<file path="src/rtl/iaddr_pkg.sv">
// Package: shared widths and the event code type for the instruction
// address unit. Assumes the decoder presents exactly one event per cycle.
package iaddr_pkg;
    localparam int PC_W  = 13;
    localparam int LO_W  = 8;
    localparam int IMM_W = 11;
    localparam int HI_W  = PC_W - LO_W;

    typedef enum logic [2:0] {
        EV_SEQ    = 3'd0,
        EV_PCLWR  = 3'd1,
        EV_CALL   = 3'd2,
        EV_GOTO   = 3'd3,
        EV_VEC    = 3'd4,
        EV_RET    = 3'd5,
        EV_RETLW  = 3'd6,
        EV_RETFIE = 3'd7
    } ev_e;
endpackage

</file>
<file path="src/rtl/iaddr_page_latch.sv">
// Module: page latch holding the upper address bits used by redirects.
// Assumes writes come only through the explicit enable; nothing else
// in the unit may modify it.
module iaddr_page_latch #(
    parameter int W = 5
) (
    input  logic         clk,
    input  logic         rst_n,
    input  logic         we,
    input  logic [W-1:0] d,
    output logic [W-1:0] q
);
    // Capture new page bits on an explicit write, clear on reset.
    always_ff @(posedge clk) begin
        if (!rst_n)  q <= '0;
        else if (we) q <= d;
    end
endmodule

</file>
<file path="src/rtl/iaddr_retstack.sv">
// Module: circular return stack with a hidden wrapping pointer.
// Assumes DEPTH is a power of two and that push and pop are never
// requested in the same cycle. The top-of-stack read is combinational.
module iaddr_retstack #(
    parameter int W     = 13,
    parameter int DEPTH = 8
) (
    input  logic         clk,
    input  logic         rst_n,
    input  logic         push,
    input  logic         pop,
    input  logic [W-1:0] push_data,
    output logic [W-1:0] top_data
);
    localparam int AW = $clog2(DEPTH);

    logic [AW-1:0] ptr;
    logic [AW-1:0] ptr_dec;
    logic [W-1:0]  slot [DEPTH];

    assign ptr_dec  = ptr - AW'(1);
    assign top_data = slot[ptr_dec];

    // Move the pointer up on push, down on pop; wraps in both directions.
    always_ff @(posedge clk) begin
        if (!rst_n)    ptr <= '0;
        else if (push) ptr <= ptr + AW'(1);
        else if (pop)  ptr <= ptr_dec;
    end

    for (genvar i = 0; i < DEPTH; i++) begin : g_slot
        // Each slot takes the pushed address when the pointer selects it.
        always_ff @(posedge clk) begin
            if (!rst_n)
                slot[i] <= '0;
            else if (push && (ptr == AW'(i)))
                slot[i] <= push_data;
        end
    end
endmodule

</file>
<file path="src/rtl/iaddr_nextsel.sv">
// Module: next-address selector. Purely combinational: decodes the event,
// forms the redirect address and raises the stack push/pop strobes.
// Assumes the latch and stack top are valid for the current cycle.
module iaddr_nextsel
    import iaddr_pkg::*;
#(
    parameter int           PW   = 13,
    parameter int           LW   = 8,
    parameter int           IW   = 11,
    parameter logic [PW-1:0] VEC = 13'h004
) (
    input  ev_e             ev,
    input  logic [PW-1:0]   pc,
    input  logic [PW-LW-1:0] page,
    input  logic [IW-1:0]   imm,
    input  logic [LW-1:0]   lo_data,
    input  logic [PW-1:0]   stack_top,
    output logic [PW-1:0]   nxt,
    output logic [PW-1:0]   ret_addr,
    output logic            push,
    output logic            pop
);
    localparam int HW = PW - LW;
    localparam int JW = PW - IW;

    logic [PW-1:0] jump_addr;

    assign ret_addr  = pc + PW'(1);
    assign jump_addr = {page[HW-1 -: JW], imm};

    // Select the next address and stack action for this event.
    always_comb begin
        nxt  = ret_addr;
        push = 1'b0;
        pop  = 1'b0;
        unique case (ev)
            EV_SEQ:    nxt = ret_addr;
            EV_PCLWR:  nxt = {page, lo_data};
            EV_CALL:   begin nxt = jump_addr; push = 1'b1; end
            EV_GOTO:   nxt = jump_addr;
            EV_VEC:    begin nxt = VEC; push = 1'b1; end
            EV_RET,
            EV_RETLW,
            EV_RETFIE: begin nxt = stack_top; pop = 1'b1; end
            default:   nxt = ret_addr;
        endcase
    end
endmodule

</file>
<file path="src/rtl/iaddr_unit.sv">
// Module: instruction address unit top. Holds the program counter, the
// page latch and the return stack; one event is applied per cycle.
// Assumes a synchronous active-low reset and a single clock domain.
module iaddr_unit
    import iaddr_pkg::*;
#(
    parameter int PC_BITS   = 13,
    parameter int LO_BITS   = 8,
    parameter int IMM_BITS  = 11,
    parameter int STK_DEPTH = 8,
    parameter logic [PC_BITS-1:0] VEC_ADDR = 13'h004
) (
    input  logic                          clk,
    input  logic                          rst_n,
    input  logic [2:0]                    op_i,
    input  logic [IMM_BITS-1:0]           imm_i,
    input  logic [LO_BITS-1:0]            pcl_data_i,
    input  logic                          page_we_i,
    input  logic [PC_BITS-LO_BITS-1:0]    page_data_i,
    output logic [PC_BITS-1:0]            pc_o,
    output logic [LO_BITS-1:0]            pcl_o,
    output logic [PC_BITS-LO_BITS-1:0]    page_o
);
    localparam int HB = PC_BITS - LO_BITS;

    logic [PC_BITS-1:0] pc_q;
    logic [PC_BITS-1:0] pc_nxt;
    logic [PC_BITS-1:0] ret_addr;
    logic [PC_BITS-1:0] stack_top;
    logic [HB-1:0]      page_q;
    logic               do_push;
    logic               do_pop;
    ev_e                ev;

    assign ev = ev_e'(op_i);

    iaddr_page_latch #(.W(HB)) u_page (
        .clk   (clk),
        .rst_n (rst_n),
        .we    (page_we_i),
        .d     (page_data_i),
        .q     (page_q)
    );

    iaddr_nextsel #(
        .PW  (PC_BITS),
        .LW  (LO_BITS),
        .IW  (IMM_BITS),
        .VEC (VEC_ADDR)
    ) u_sel (
        .ev        (ev),
        .pc        (pc_q),
        .page      (page_q),
        .imm       (imm_i),
        .lo_data   (pcl_data_i),
        .stack_top (stack_top),
        .nxt       (pc_nxt),
        .ret_addr  (ret_addr),
        .push      (do_push),
        .pop       (do_pop)
    );

    iaddr_retstack #(.W(PC_BITS), .DEPTH(STK_DEPTH)) u_stack (
        .clk       (clk),
        .rst_n     (rst_n),
        .push      (do_push),
        .pop       (do_pop),
        .push_data (ret_addr),
        .top_data  (stack_top)
    );

    // Program counter register: clears on reset, else takes the selection.
    always_ff @(posedge clk) begin
        if (!rst_n) pc_q <= '0;
        else        pc_q <= pc_nxt;
    end

    assign pc_o   = pc_q;
    assign pcl_o  = pc_q[LO_BITS-1:0];
    assign page_o = page_q;
endmodule

</file>
<file path="config.mk">
export PLATFORM = sky130hd
export DESIGN_NAME = iaddr_unit
export DESIGN_NICKNAME = d
export VERILOG_FILES = /design/src/rtl/iaddr_pkg.sv /design/src/rtl/iaddr_page_latch.sv /design/src/rtl/iaddr_retstack.sv /design/src/rtl/iaddr_nextsel.sv /design/src/rtl/iaddr_unit.sv
export SDC_FILE = /design/constraint.sdc
export NUM_CORES = 1
export LEC_CHECK = 0
export BUFFER_PORTS_ARGS = -buffer_cell sky130_fd_sc_hd__buf_4
export CORE_ASPECT_RATIO = 0.6
export CORE_UTILIZATION = 29
export CTS_CLUSTER_DIAMETER = 50
export CTS_CLUSTER_SIZE = 12
export DETAILED_ROUTE_END_ITERATION = 8
export GPL_ROUTABILITY_DRIVEN = 0
export MAX_ROUTING_LAYER = met4
export PLACE_DENSITY = 0.51
export SYNTH_ARGS = -nofsm -noshare
export SYNTH_HDL_FRONTEND = slang
export SYNTH_SLANG_ARGS = --single-unit
export TNS_END_PERCENT = 10
</file>
<file path="constraint.sdc">
create_clock -name clk -period 5.05 [get_ports clk]
set_clock_uncertainty 0.2 [all_clocks]
set_input_delay 0.7575 -clock clk [delete_from_list [all_inputs] [get_ports clk]]
set_output_delay 0.7575 -clock clk [all_outputs]
set_load 0.03 [all_outputs]
</file>
## Word level (Yosys, flattened, before mapping)

Memories as Yosys holds them, arrays and structs flattened.
Cells that the tools add are included.

| cells by class | value |
|---|---|
| $add $sub $neg | 3 |
| multipliers | 0 |
| div/mod/pow operators | 0 |
| $lt $le $gt $ge | 0 |
| equality and inequality tests | 14 |
| shift operators | 0 |
| mux-type cells | 38 |
| bitwise logic cells | 8 |
| reductions and logical operators | 14 |

Operators by type and width:

| cell | number |
|---|---|
| 2-to-1 mux 13 bit | 8 |
| case mux 13 bit (5 select lines) | 1 |
| 2-to-1 mux 1 bit | 27 |
| equality test 3 bit (second input constant) | 8 |
| adder 13 x 1 -> 13 bit (second input constant) | 1 |
| equality test 3 x 2 -> 1 bit (second input constant) | 4 |
| logical AND 1 bit | 8 |
| bitwise OR 1 bit | 8 |
| equality test 3 x 1 -> 1 bit (second input constant) | 2 |
| logical NOT 3 bit | 2 |
| 2-to-1 mux 3 bit | 2 |
| OR reduction 2 bit | 2 |
| adder 3 x 1 -> 3 bit (second input constant) | 1 |
| OR reduction 3 bit | 1 |
| subtractor 3 x 1 -> 3 bit (second input constant) | 1 |
| nonzero test 2 bit | 1 |

| storage, ports and cells | value |
|---|---|
| register bits | 21 |
| bits in latches | 0 |
| memory bits (writable) | 104 |
| bits in read-only memories | 0 |
| input port bits | 30 |
| output and inout port bits | 26 |
| logic and storage cells | 81 |
| memories | 1 |

Memories:

| name | depth | bits a word | read ports | clocked after Yosys merged registers in | wr ports | line | RTL |
|---|---|---|---|---|---|---|---|
| u_stack.slot | 8 | 13 | 1 | 0 | 8 | iaddr_retstack.sv:19 | `logic [W-1:0] slot [DEPTH];` |

## Longest topological paths before layout

Gate-level depths: netlist of the first run.

| depth | value |
|---|---|
| word-level depth | 8 |
| mapped depth | 9 |
| mapped depth without buffers | 6 |

## Cells and area by module

Synthesis of the first run repeated with hierarchy kept, for this count alone.

| second synthesis, totals | value |
|---|---|
| cells, all modules | 555 |
| area, all modules | 6416.2 um^2 |

Modules (own cells, without submodules):

| module | times used | cells each | area an instance (um^2) | seq. area each (um^2) |
|---|---|---|---|---|
| iaddr_retstack | 1 | 405 | 5167.5 | 3183.1 |
| iaddr_nextsel | 1 | 99 | 631.9 | 0.0 |
| iaddr_unit | 1 | 35 | 424.2 | 260.2 |
| iaddr_page_latch | 1 | 16 | 192.7 | 100.1 |

## Worst setup path after synthesis of the first run

No wires, ideal clock.

| timing | value |
|---|---|
| path type | flip-flop to flip-flop |
| start | register u_stack.ptr[0] |
| end | register pc_q[3] (netlist: pc_o[3]) |
| setup time | 153 ps |
| arrival | 2384 ps |
| data required time | 4697 ps |
| slack | 2313 ps |
| stages on the path, launching flop included | 10 |
| buffers on the path | 4 |
| clock period less this slack | 2737 ps |
| path through | dfxtp_1 > buf_4 > buf_2 > inv_1 > ha_1 > clkbuf_1 > buf_2 > mux4_2 > a22oi_1 > a221oi_1 |

| between the ends | value |
|---|---|
| longest elaborated chain between the ends | 3 |

RTL lines:

| item | line | RTL |
|---|---|---|
| start, declared | iaddr_retstack.sv:17 | `logic [AW-1:0] ptr;` |
| start signal, assigned | iaddr_retstack.sv:27 | `else if (push) ptr <= ptr + AW'(1);` |
| start signal, assigned | iaddr_retstack.sv:28 | `else if (pop) ptr <= ptr_dec;` |
| subtractor 3 x 1 -> 3 bit | iaddr_retstack.sv:21 | `assign ptr_dec = ptr - AW'(1);` |
| memory read (8 x 13 bit) | n/a |  |
| case mux 13 bit (5 select lines) | iaddr_nextsel.sv:36 | `unique case (ev)` |
| end signal, assigned | iaddr_unit.sv:75 | `else pc_q <= pc_nxt;` |
| end, declared | iaddr_unit.sv:26 | `logic [PC_BITS-1:0] pc_q;` |

Every way passes these cells.
A chain may end at the register's enable or synchronous reset.

## Final worst setup path of the first run

| timing | value |
|---|---|
| start | register u_stack.ptr[1] |
| end | register pc_q[0] (netlist: pc_o[0]) |

The elaborated chain is that of the path after synthesis.

==> impl_results.md, run 1 <==
- Outcome: finished, final reports clean
- Tcrit/Tclk final: 53.86%
- Final Net Count: 532
- Synth unique cells: 39
- Number of H-tree levels: 4
- Via-to-Cell Ratio: 5.026
- Iter 0 DRT Violations: 368
- Wire length of the first global-routing pass: 23.87 mm
- Shortest clock period the worst path allows after layout: 2.720 ns
- Sequential fraction of the synthesis area: 61.23%
- Count of flip-flops with a built-in enable after synthesis: 104
- Nature of the critical path startpoint: flop
- Clock edge transition at the registers on the reported setup and hold paths: 0.06 ns
- Worst hold path class: flop to flop
- Worst skew pair latency: 0.41 ns
- Average instance area after synthesis: 12.92 µm²
- Post-detailed-placement half-perimeter wirelength: 10.46 mm
- Area share of and/or/nand/nor cells after synthesis: 13.17%
- Count of antenna-violating nets left after detailed routing: 0
- Row cnt: 39
- Vertical extent of the die: 111.4 µm
- Antenna violations before repair: 0
- Biggest cell delay along the critical path: 0.87 ns
- Cells traversed along the worst timing path: inv_1, ha_1, mux4_2, mux2i_1, o22ai_1, and3_1
- Instance count of the mapped netlist: 448
- Setup repair after global routing missed its margin: no
- Drt total wl: 15.78 mm
- Slew Viols, Final: 0
- Main synth FF type: sky130_fd_sc_hd__edfxtp_1
- Post-Layout Inst Area: 7003 µm²
- Top post-synthesis cells by area: sky130_fd_sc_hd__edfxtp_1 54%, sky130_fd_sc_hd__mux4_2 10%, sky130_fd_sc_hd__nor2_1 7.7%
- Ys async rst share: 0%
- First element of the critical path: u_stack.ptr[1]
- Pin count of the biggest net entering global routing: 29
- Count of boundary I/O pins: 56
- Total number of vias: 3,885
- Endpoint of the most critical setup path: pc_o[0]
- TritonCTS clock tree: built
- Number of clock sinks: 125
- Floorplan die width: 184.4 µm
- Endpoint class of the critical path: flop
- Number of search-and-repair iterations in the first detailed-routing pass: 5
- Number of buffers inserted during clock tree synthesis: 17
- Maximum clock frequency: 367.7 MHz
- Mux cell area share after synthesis: 12.02%
- Largest area contributor in the netlist: sky130_fd_sc_hd__edfxtp_1
- Static Leak: 2.526 nW
- Slew headroom: 40.15%
- CP Data Required Time: 5.15 ns
- Slowest library cell on the worst path: sky130_fd_sc_hd__ha_1
- Global-route usage over all layers: 16.60%
- Number of synthesized register bits: 125
- Type of the worst setup path: flop to flop
- Final setup violating endpoints: 0
- Highest net fanout along the worst path: 17
- Overflow after GRT: 0
- Number of port buffers: 55
- Capture instance of the worst register-to-register path: pc_o[0]
- Ant diodes: 0
- Via count of the first global-routing pass: 4,047
- Total of hold buffers inserted after clock tree synthesis: 0
- Synthesized netlist net count: 486
- Worst vdd rail ir drop: 168.7 µV
- Core Box Area: 19,270 µm²
- Cell area after synthesis: 5787 µm²
- Compound-Gate Fraction of Synth Area: 5.643%
- Initial cell density of the core: 30.02%
- Setup Total Neg Slack: 0 ns
- Clk root buf: sky130_fd_sc_hd__clkbuf_16
- Launching point of the worst reg2reg path: u_stack.ptr[1]
- Launch instance of the worst min-delay path: u_page.q[3]
- Hold violation count in the final report: 0
- Dominant cell by count in the synthesized netlist: sky130_fd_sc_hd__nor2_1
- Worst r2r path cells: 6
- Number of maximum-capacitance constraint violations: 0
- Measured slew at the worst slew-check pin: 0.8956 ns
- Top-area cell type share of the netlist area: 53.97%
- Data arrival at the endpoint of the critical path: 2.82 ns
- Detailed-route DRC error count: 0
- Power per Cell Area: 416.3 nW/µm²
- Total Die Area: 20,540 µm²
- Count of synthesis-stage warnings from yosys: 0
- Layout overhead on the synthesized area: 21.02%
- Dpl cell area: 6396 µm²
- Maximum root-to-sink buffer count: 2
- Average wire per standard cell: 20.41 µm
- Combinational family with the most area after synthesis: simple AND/OR/NAND/NOR gates
- Most instantiated cells after synthesis: 118 x sky130_fd_sc_hd__nor2_1, 104 x sky130_fd_sc_hd__edfxtp_1, 26 x sky130_fd_sc_hd__mux4_2
- Post-CTS setup-driven buffer insertion count: 0
- Flop2flop setup slack: 2.33 ns
- Fraction of layout instances using a drive strength above 1: 23.47%
- Post-cts gate resize count: 0
- Arithmetic-cell share of the synthesized area counting full adders, half adders and majority gates: 1.730%
- Area share of xor/xnor cells in the synthesized design: 2.595%
-- worst min path at each step --
stage,endpoint,cells after the start
after detailed placement,u_page.q[2],2
after CTS,u_page.q[2],2
after global routing,u_page.q[1],2
after global placement,u_page.q[2],2
final,u_page.q[3],2
after floorplan,u_stack.ptr[1],2
-- per-layer routing --
layer | GRT usage, % | up-vias | part of all wire (%)
met1 | 22.02 | 1994 | 45
met2 | 25.79 | 119 | 47
met4 | 4.611 | 0 | 1.0
li1 | - | 1756 | -
met5 | - | - | 0
met3 | 3.337 | 16 | 6.4
-- metrics by stage --
stage / instances / hold slack [ns] / util (%) / setup WS, ns / total power, W
final: 773 / 0.3319 / 36.33 / 2.330 / 0.002915
after global routing: 773 / 0.3771 / 36.33 / 2.159 / 0.003005
after CTS: 773 / 0.3301 / 36.33 / 2.309 / 0.002931
after detailed placement: 741 / 0.3164 / 33.18 / 2.020 / 0.001670
after global placement: 741 / 0.3197 / 33.18 / 2.132 / 0.001666
after floorplan: 448 / 0.3546 / - / 2.313 / 0.001521
-- power by group --
| part | internal [W] | total, W | switching (W) |
|---|---|---|---|
| sequential | 0.00118 | 0.00122 | 0.0000416 |
| combinational | 0.000168 | 0.000431 | 0.000263 |
| clock | 0.000822 | 0.00127 | 0.000446 |
| total | 0.00216 | 0.00292 | 0.000751 |
-- placed cells by master (no fill, tap or decap), drive strengths merged, types with 6 or more instances in the layout --
master,n
a221oi,8
a22oi,10
buf,61
clkbuf,20
clkinv,7
dfxtp,21
edfxtp,104
ha,8
mux2i,11
mux4,26
nand2,24
nand3,11
nor2,118
o221ai,7
xnor2,6
xor2,9
-- cell families after synthesis --
kind of cell | after synthesis
flip-flops | 125
buffers and inverters | 41
AND/OR/NAND/NOR | 179
adder cells (fa/ha/maj) | 8
AO/OA/AOI/OAI | 43
XOR/XNOR | 15
multiplexers | 37
-- cell type report --
class	count	area, µm²
inverter	7	26.28
clock buffer	20	436.7
sequential	125	3545
fill	1837	12270
tap	266	332.8
timing repair buffer	61	457.9
clock inverter	12	170.2
multi-input combinational	282	2034
-- flip-flops by register name, summed over array words and instances, names as in the netlist --
name,flops
u_page.q,5
u_stack.ptr,3
pc_o,13
u_stack.slot,104
-- critical path, delay by kind of cell (launching register included) --
family,cells,cell delay (ns)
simple gates,1,0.20
compound gates,1,0.13
mux,2,0.71
fa+ha+maj,1,0.87
buf+inv,1,0.10
flops,1,0.38
No activity file was read; power rests on OpenSTA's default activity.
==> run 2, diff against run 1 <==
--- a/config.mk
+++ b/config.mk
@@ -5,6 +5,7 @@
 export SDC_FILE = /design/constraint.sdc
 export NUM_CORES = 1
 export LEC_CHECK = 0
+export ABC_AREA = 1
 export BUFFER_PORTS_ARGS = -buffer_cell sky130_fd_sc_hd__buf_4
 export CORE_ASPECT_RATIO = 0.6
 export CORE_UTILIZATION = 29
@@ -13,7 +14,7 @@
 export DETAILED_ROUTE_END_ITERATION = 8
 export GPL_ROUTABILITY_DRIVEN = 0
 export MAX_ROUTING_LAYER = met4
-export PLACE_DENSITY = 0.51
+export PLACE_DENSITY = 0.52
 export SYNTH_ARGS = -nofsm -noshare
 export SYNTH_HDL_FRONTEND = slang
 export SYNTH_SLANG_ARGS = --single-unit
==> constraint.sdc (replaced) <==
create_clock -name clk -period 2.3 [get_ports clk]
set_clock_uncertainty 0.2 [all_clocks]
set_input_delay 0.345 -clock clk [delete_from_list [all_inputs] [get_ports clk]]
set_output_delay 0.345 -clock clk [all_outputs]
set_load 0.03 [all_outputs]
==> run 2 against run 1 <==
Effect of this change: via count is 36% higher; largest power group unchanged; largest cell class unchanged; routed wire length is 21% higher; die area is 6.9% higher; synthesized cell count is 56% higher; worst hold slack worse by 0.32 ns; sequential power is 120% higher; final cell count is 37% higher; sequential share of layout area is 5.3 points lower; power is 140% higher; sequential cell count stayed put; count of clock-buffer cells in the layout stayed put.
==> impl_results.md, run 2 <==
- Biggest cell delay along the critical path: 0.47 ns (was 0.87 ns)
- Initial cell density of the core: 30.26% (was 30.02%)
- Fraction of layout instances using a drive strength above 1: 17.94% (was 23.47%)
- Vertical extent of the die: 115.2 µm (was 111.4 µm)
- Number of synthesized register bits: 125 (unchanged)
- Floorplan die width: 190.7 µm (was 184.4 µm)
- Number of buffers inserted during clock tree synthesis: 17 (unchanged)
- Detailed-route DRC error count: 0 (unchanged)
- Number of port buffers: 55 (unchanged)
- Power per Cell Area: 881.9 nW/µm² (was 416.3 nW/µm²)
- Maximum clock frequency: 481.5 MHz (was 367.7 MHz)
- Area share of and/or/nand/nor cells after synthesis: 25.87% (was 13.17%)
- Combinational family with the most area after synthesis: simple AND/OR/NAND/NOR gates (unchanged)
- TritonCTS clock tree: built (unchanged)
- Main synth FF type: sky130_fd_sc_hd__edfxtp_1 (unchanged)
- Number of search-and-repair iterations in the first detailed-routing pass: 5 (unchanged)
- Highest net fanout along the worst path: 8 (was 17)
- Final Net Count: 811 (was 532)
- Post-cts gate resize count: 0 (unchanged)
- Setup Total Neg Slack: 0 ns (unchanged)
- Mux cell area share after synthesis: 0% (was 12.02%)
- Via count of the first global-routing pass: 4,768 (was 4,047)
- Core Box Area: 20,470 µm² (was 19,270 µm²)
- Dominant cell by count in the synthesized netlist: sky130_fd_sc_hd__nor2_1 (unchanged)
- Nature of the critical path startpoint: flop (unchanged)
- Instance count of the mapped netlist: 698 (was 448)
- Total number of vias: 5,269 (was 3,885)
- Overflow after GRT: 0 (unchanged)
- Top-area cell type share of the netlist area: 50.41% (was 53.97%)
- Arithmetic-cell share of the synthesized area counting full adders, half adders and majority gates: 1.616% (was 1.730%)
- Slowest library cell on the worst path: sky130_fd_sc_hd__dfxtp_1 (was sky130_fd_sc_hd__ha_1)
- Synthesized netlist net count: 736 (was 486)
- Average instance area after synthesis: 8.875 µm² (was 12.92 µm²)
- Post-CTS setup-driven buffer insertion count: 0 (unchanged)
- CP Data Required Time: 2.27 ns (was 5.15 ns)
- Iter 0 DRT Violations: 583 (was 368)
- Count of flip-flops with a built-in enable after synthesis: 104 (unchanged)
- Measured slew at the worst slew-check pin: 0.4771 ns (was 0.8956 ns)
- Count of boundary I/O pins: 56 (unchanged)
- Drt total wl: 19.02 mm (was 15.78 mm)
- Outcome: finished, final reports clean (unchanged)
- Post-detailed-placement half-perimeter wirelength: 13.24 mm (was 10.46 mm)
- Tcrit/Tclk final: 90.29% (was 53.86%)
- Number of flip-flops in the largest register: 104 (unchanged)
- Final setup violating endpoints: 0 (unchanged)
- Clk root buf: sky130_fd_sc_hd__clkbuf_16 (unchanged)
- Pin count of the biggest net entering global routing: 57 (was 29)
- Wire length of the first global-routing pass: 28.98 mm (was 23.87 mm)
- Slew headroom: 68.09% (was 40.15%)
- Maximum root-to-sink buffer count: 2 (unchanged)
- Endpoint class of the critical path: flop (unchanged)
- Commonest cells after routing, fill and taps aside: 207 x sky130_fd_sc_hd__nor2_1, 104 x sky130_fd_sc_hd__edfxtp_1, 91 x sky130_fd_sc_hd__buf_4 (was 118 x sky130_fd_sc_hd__nor2_1, 104 x sky130_fd_sc_hd__edfxtp_1, 61 x sky130_fd_sc_hd__buf_4)
- Global-route usage over all layers: 18.79% (was 16.60%)
- Largest area contributor in the netlist: sky130_fd_sc_hd__edfxtp_1 (unchanged)
- Worst hold path class: input port to flop (was flop to flop)
- Minimum hold slack: 0.01516 ns (was 0.3319 ns)
- Sequential fraction of the synthesis area: 57.20% (was 61.23%)
- Hold violation count in the final report: 0 (unchanged)
- Number of maximum-capacitance constraint violations: 0 (unchanged)
- Shortest clock period the worst path allows after layout: 2.077 ns (was 2.720 ns)
- Worst vdd rail ir drop: 539.0 µV (was 168.7 µV)
- Total of hold buffers inserted after clock tree synthesis: 5 (was 0)
- Top post-synthesis cells by area: sky130_fd_sc_hd__edfxtp_1 50%, sky130_fd_sc_hd__nor2_1 13%, sky130_fd_sc_hd__dfxtp_1 6.8% (was sky130_fd_sc_hd__edfxtp_1 54%, sky130_fd_sc_hd__mux4_2 10%, sky130_fd_sc_hd__nor2_1 7.7%)
- Number of clock sinks: 125 (unchanged)
- Synth unique cells: 27 (was 39)
- Row cnt: 40 (was 39)
- Via-to-Cell Ratio: 4.975 (was 5.026)
- Cell area after synthesis: 6195 µm² (was 5787 µm²)
- Count of antenna-violating nets left after detailed routing: 0 (unchanged)
- Compound-Gate Fraction of Synth Area: 7.352% (was 5.643%)
- Number of H-tree levels: 4 (unchanged)
- Cells traversed along the worst timing path: nand2_1, nor2_1, nand2_1, o21ai_0, and2_1, buf_12, nor2_1 (was inv_1, ha_1, mux4_2, mux2i_1, o22ai_1, and3_1)
- Antenna violations before repair: 0 (unchanged)
- Data arrival at the endpoint of the critical path: 2.05 ns (was 2.82 ns)
- Count of synthesis-stage warnings from yosys: 0 (unchanged)
- Total Die Area: 21,970 µm² (was 20,540 µm²)
- Clock edge transition at the registers on the reported setup and hold paths: 0.06 ns (about the same)
- Average wire per standard cell: 17.96 µm (was 20.41 µm)
- Worst skew pair latency: 0.43 ns (was 0.41 ns)
- Ys async rst share: 0% (unchanged)
- Area share of xor/xnor cells in the synthesized design: 0.8483% (was 2.595%)
- Layout overhead on the synthesized area: 26.38% (was 21.02%)
- Type of the worst setup path: flop to flop (unchanged)
- Slew Viols, Final: 0 (unchanged)
- Setup repair after global routing missed its margin: no (unchanged)
- Most instantiated cells after synthesis: 207 x sky130_fd_sc_hd__nor2_1, 104 x sky130_fd_sc_hd__edfxtp_1, 77 x sky130_fd_sc_hd__nand3_1 (was 118 x sky130_fd_sc_hd__nor2_1, 104 x sky130_fd_sc_hd__edfxtp_1, 26 x sky130_fd_sc_hd__mux4_2)
- Ant diodes: 0 (unchanged)
- Most common cell after layout, fill and taps aside: sky130_fd_sc_hd__nor2_1 (unchanged)
- Static Leak: 3.121 nW (was 2.526 nW)
- Largest reg by FF count: u_stack.slot (unchanged)
-- run 2: per-layer routing --
metal  part of all wire (%)  GRT usage [%]  routed length, µm
met4                   0.71          4.160                135
met1                     53          30.69              10160
met5                      0              -                  0
met3                    8.7          3.846               1653
met2                     37          22.28               7071
-- run 2: metrics by stage --
stage	cell area (µm²)	setup slack [ns]	util, %	instances	total power, W
global placement	7148	0.2574	34.92	1022	0.004002
detailed placement	7148	0.2595	34.92	1022	0.003995
global route	7829	0.07818	38.25	1059	0.007161
floorplan	6197	0.03997	-	698	0.003451
CTS	7829	0.2424	38.25	1059	0.006913
finish	7829	0.2234	38.25	1059	0.006904
-- run 2: cells by family (layout without fill, tap and decap cells) --
| group | Yosys count | after routing |
|---|---|---|
| DFF | 125 | 125 |
| buffers and inverters | 90 | 178 |
| adders and majority gates | 8 | 8 |
| xor gates and xnor gates | 6 | 6 |
| and+or+nand+nor | 380 | 380 |
| AOI/OAI and AO/OA | 89 | 89 |
-- run 2: final timing paths --
path	end	start	depth (start not counted)	slack, ns
worst min register to register	u_page.q[3]	u_page.q[3]	2	0.29
worst max register to register	u_stack.slot[1][10]	pc_o[4]	7	0.22
worst max-delay path	u_stack.slot[1][10]	pc_o[4]	7	0.22
worst min-delay path	u_page.q[4]	page_we_i	3	0.02
-- run 2: power breakdown --
group	total (W)	internal, W	switching [W]
combinational	0.00130	0.000444	0.000855
sequential	0.00266	0.00259	0.0000717
clock	0.00294	0.00191	0.00103
total	0.00690	0.00495	0.00195
-- run 2: critical path, delay by kind of cell (launching register included) --
kind / cells / cell delay, ns
flip-flops: 1 / 0.47
AO/OA/AOI/OAI: 1 / 0.24
buffers and inverters: 1 / 0.13
AND/OR/NAND/NOR: 5 / 0.77
-- run 2: cell type report --
class | count | area [µm²]
Multi-Input combinational cell | 483 | 2211
Inverter | 39 | 147.6
Clock inverter | 12 | 193.9
Sequential cell | 125 | 3545
Clock buffer | 20 | 436.7
Timing Repair Buffer | 107 | 953.4
Tap cell | 273 | 341.6
Fill cell | 2062 | 12640
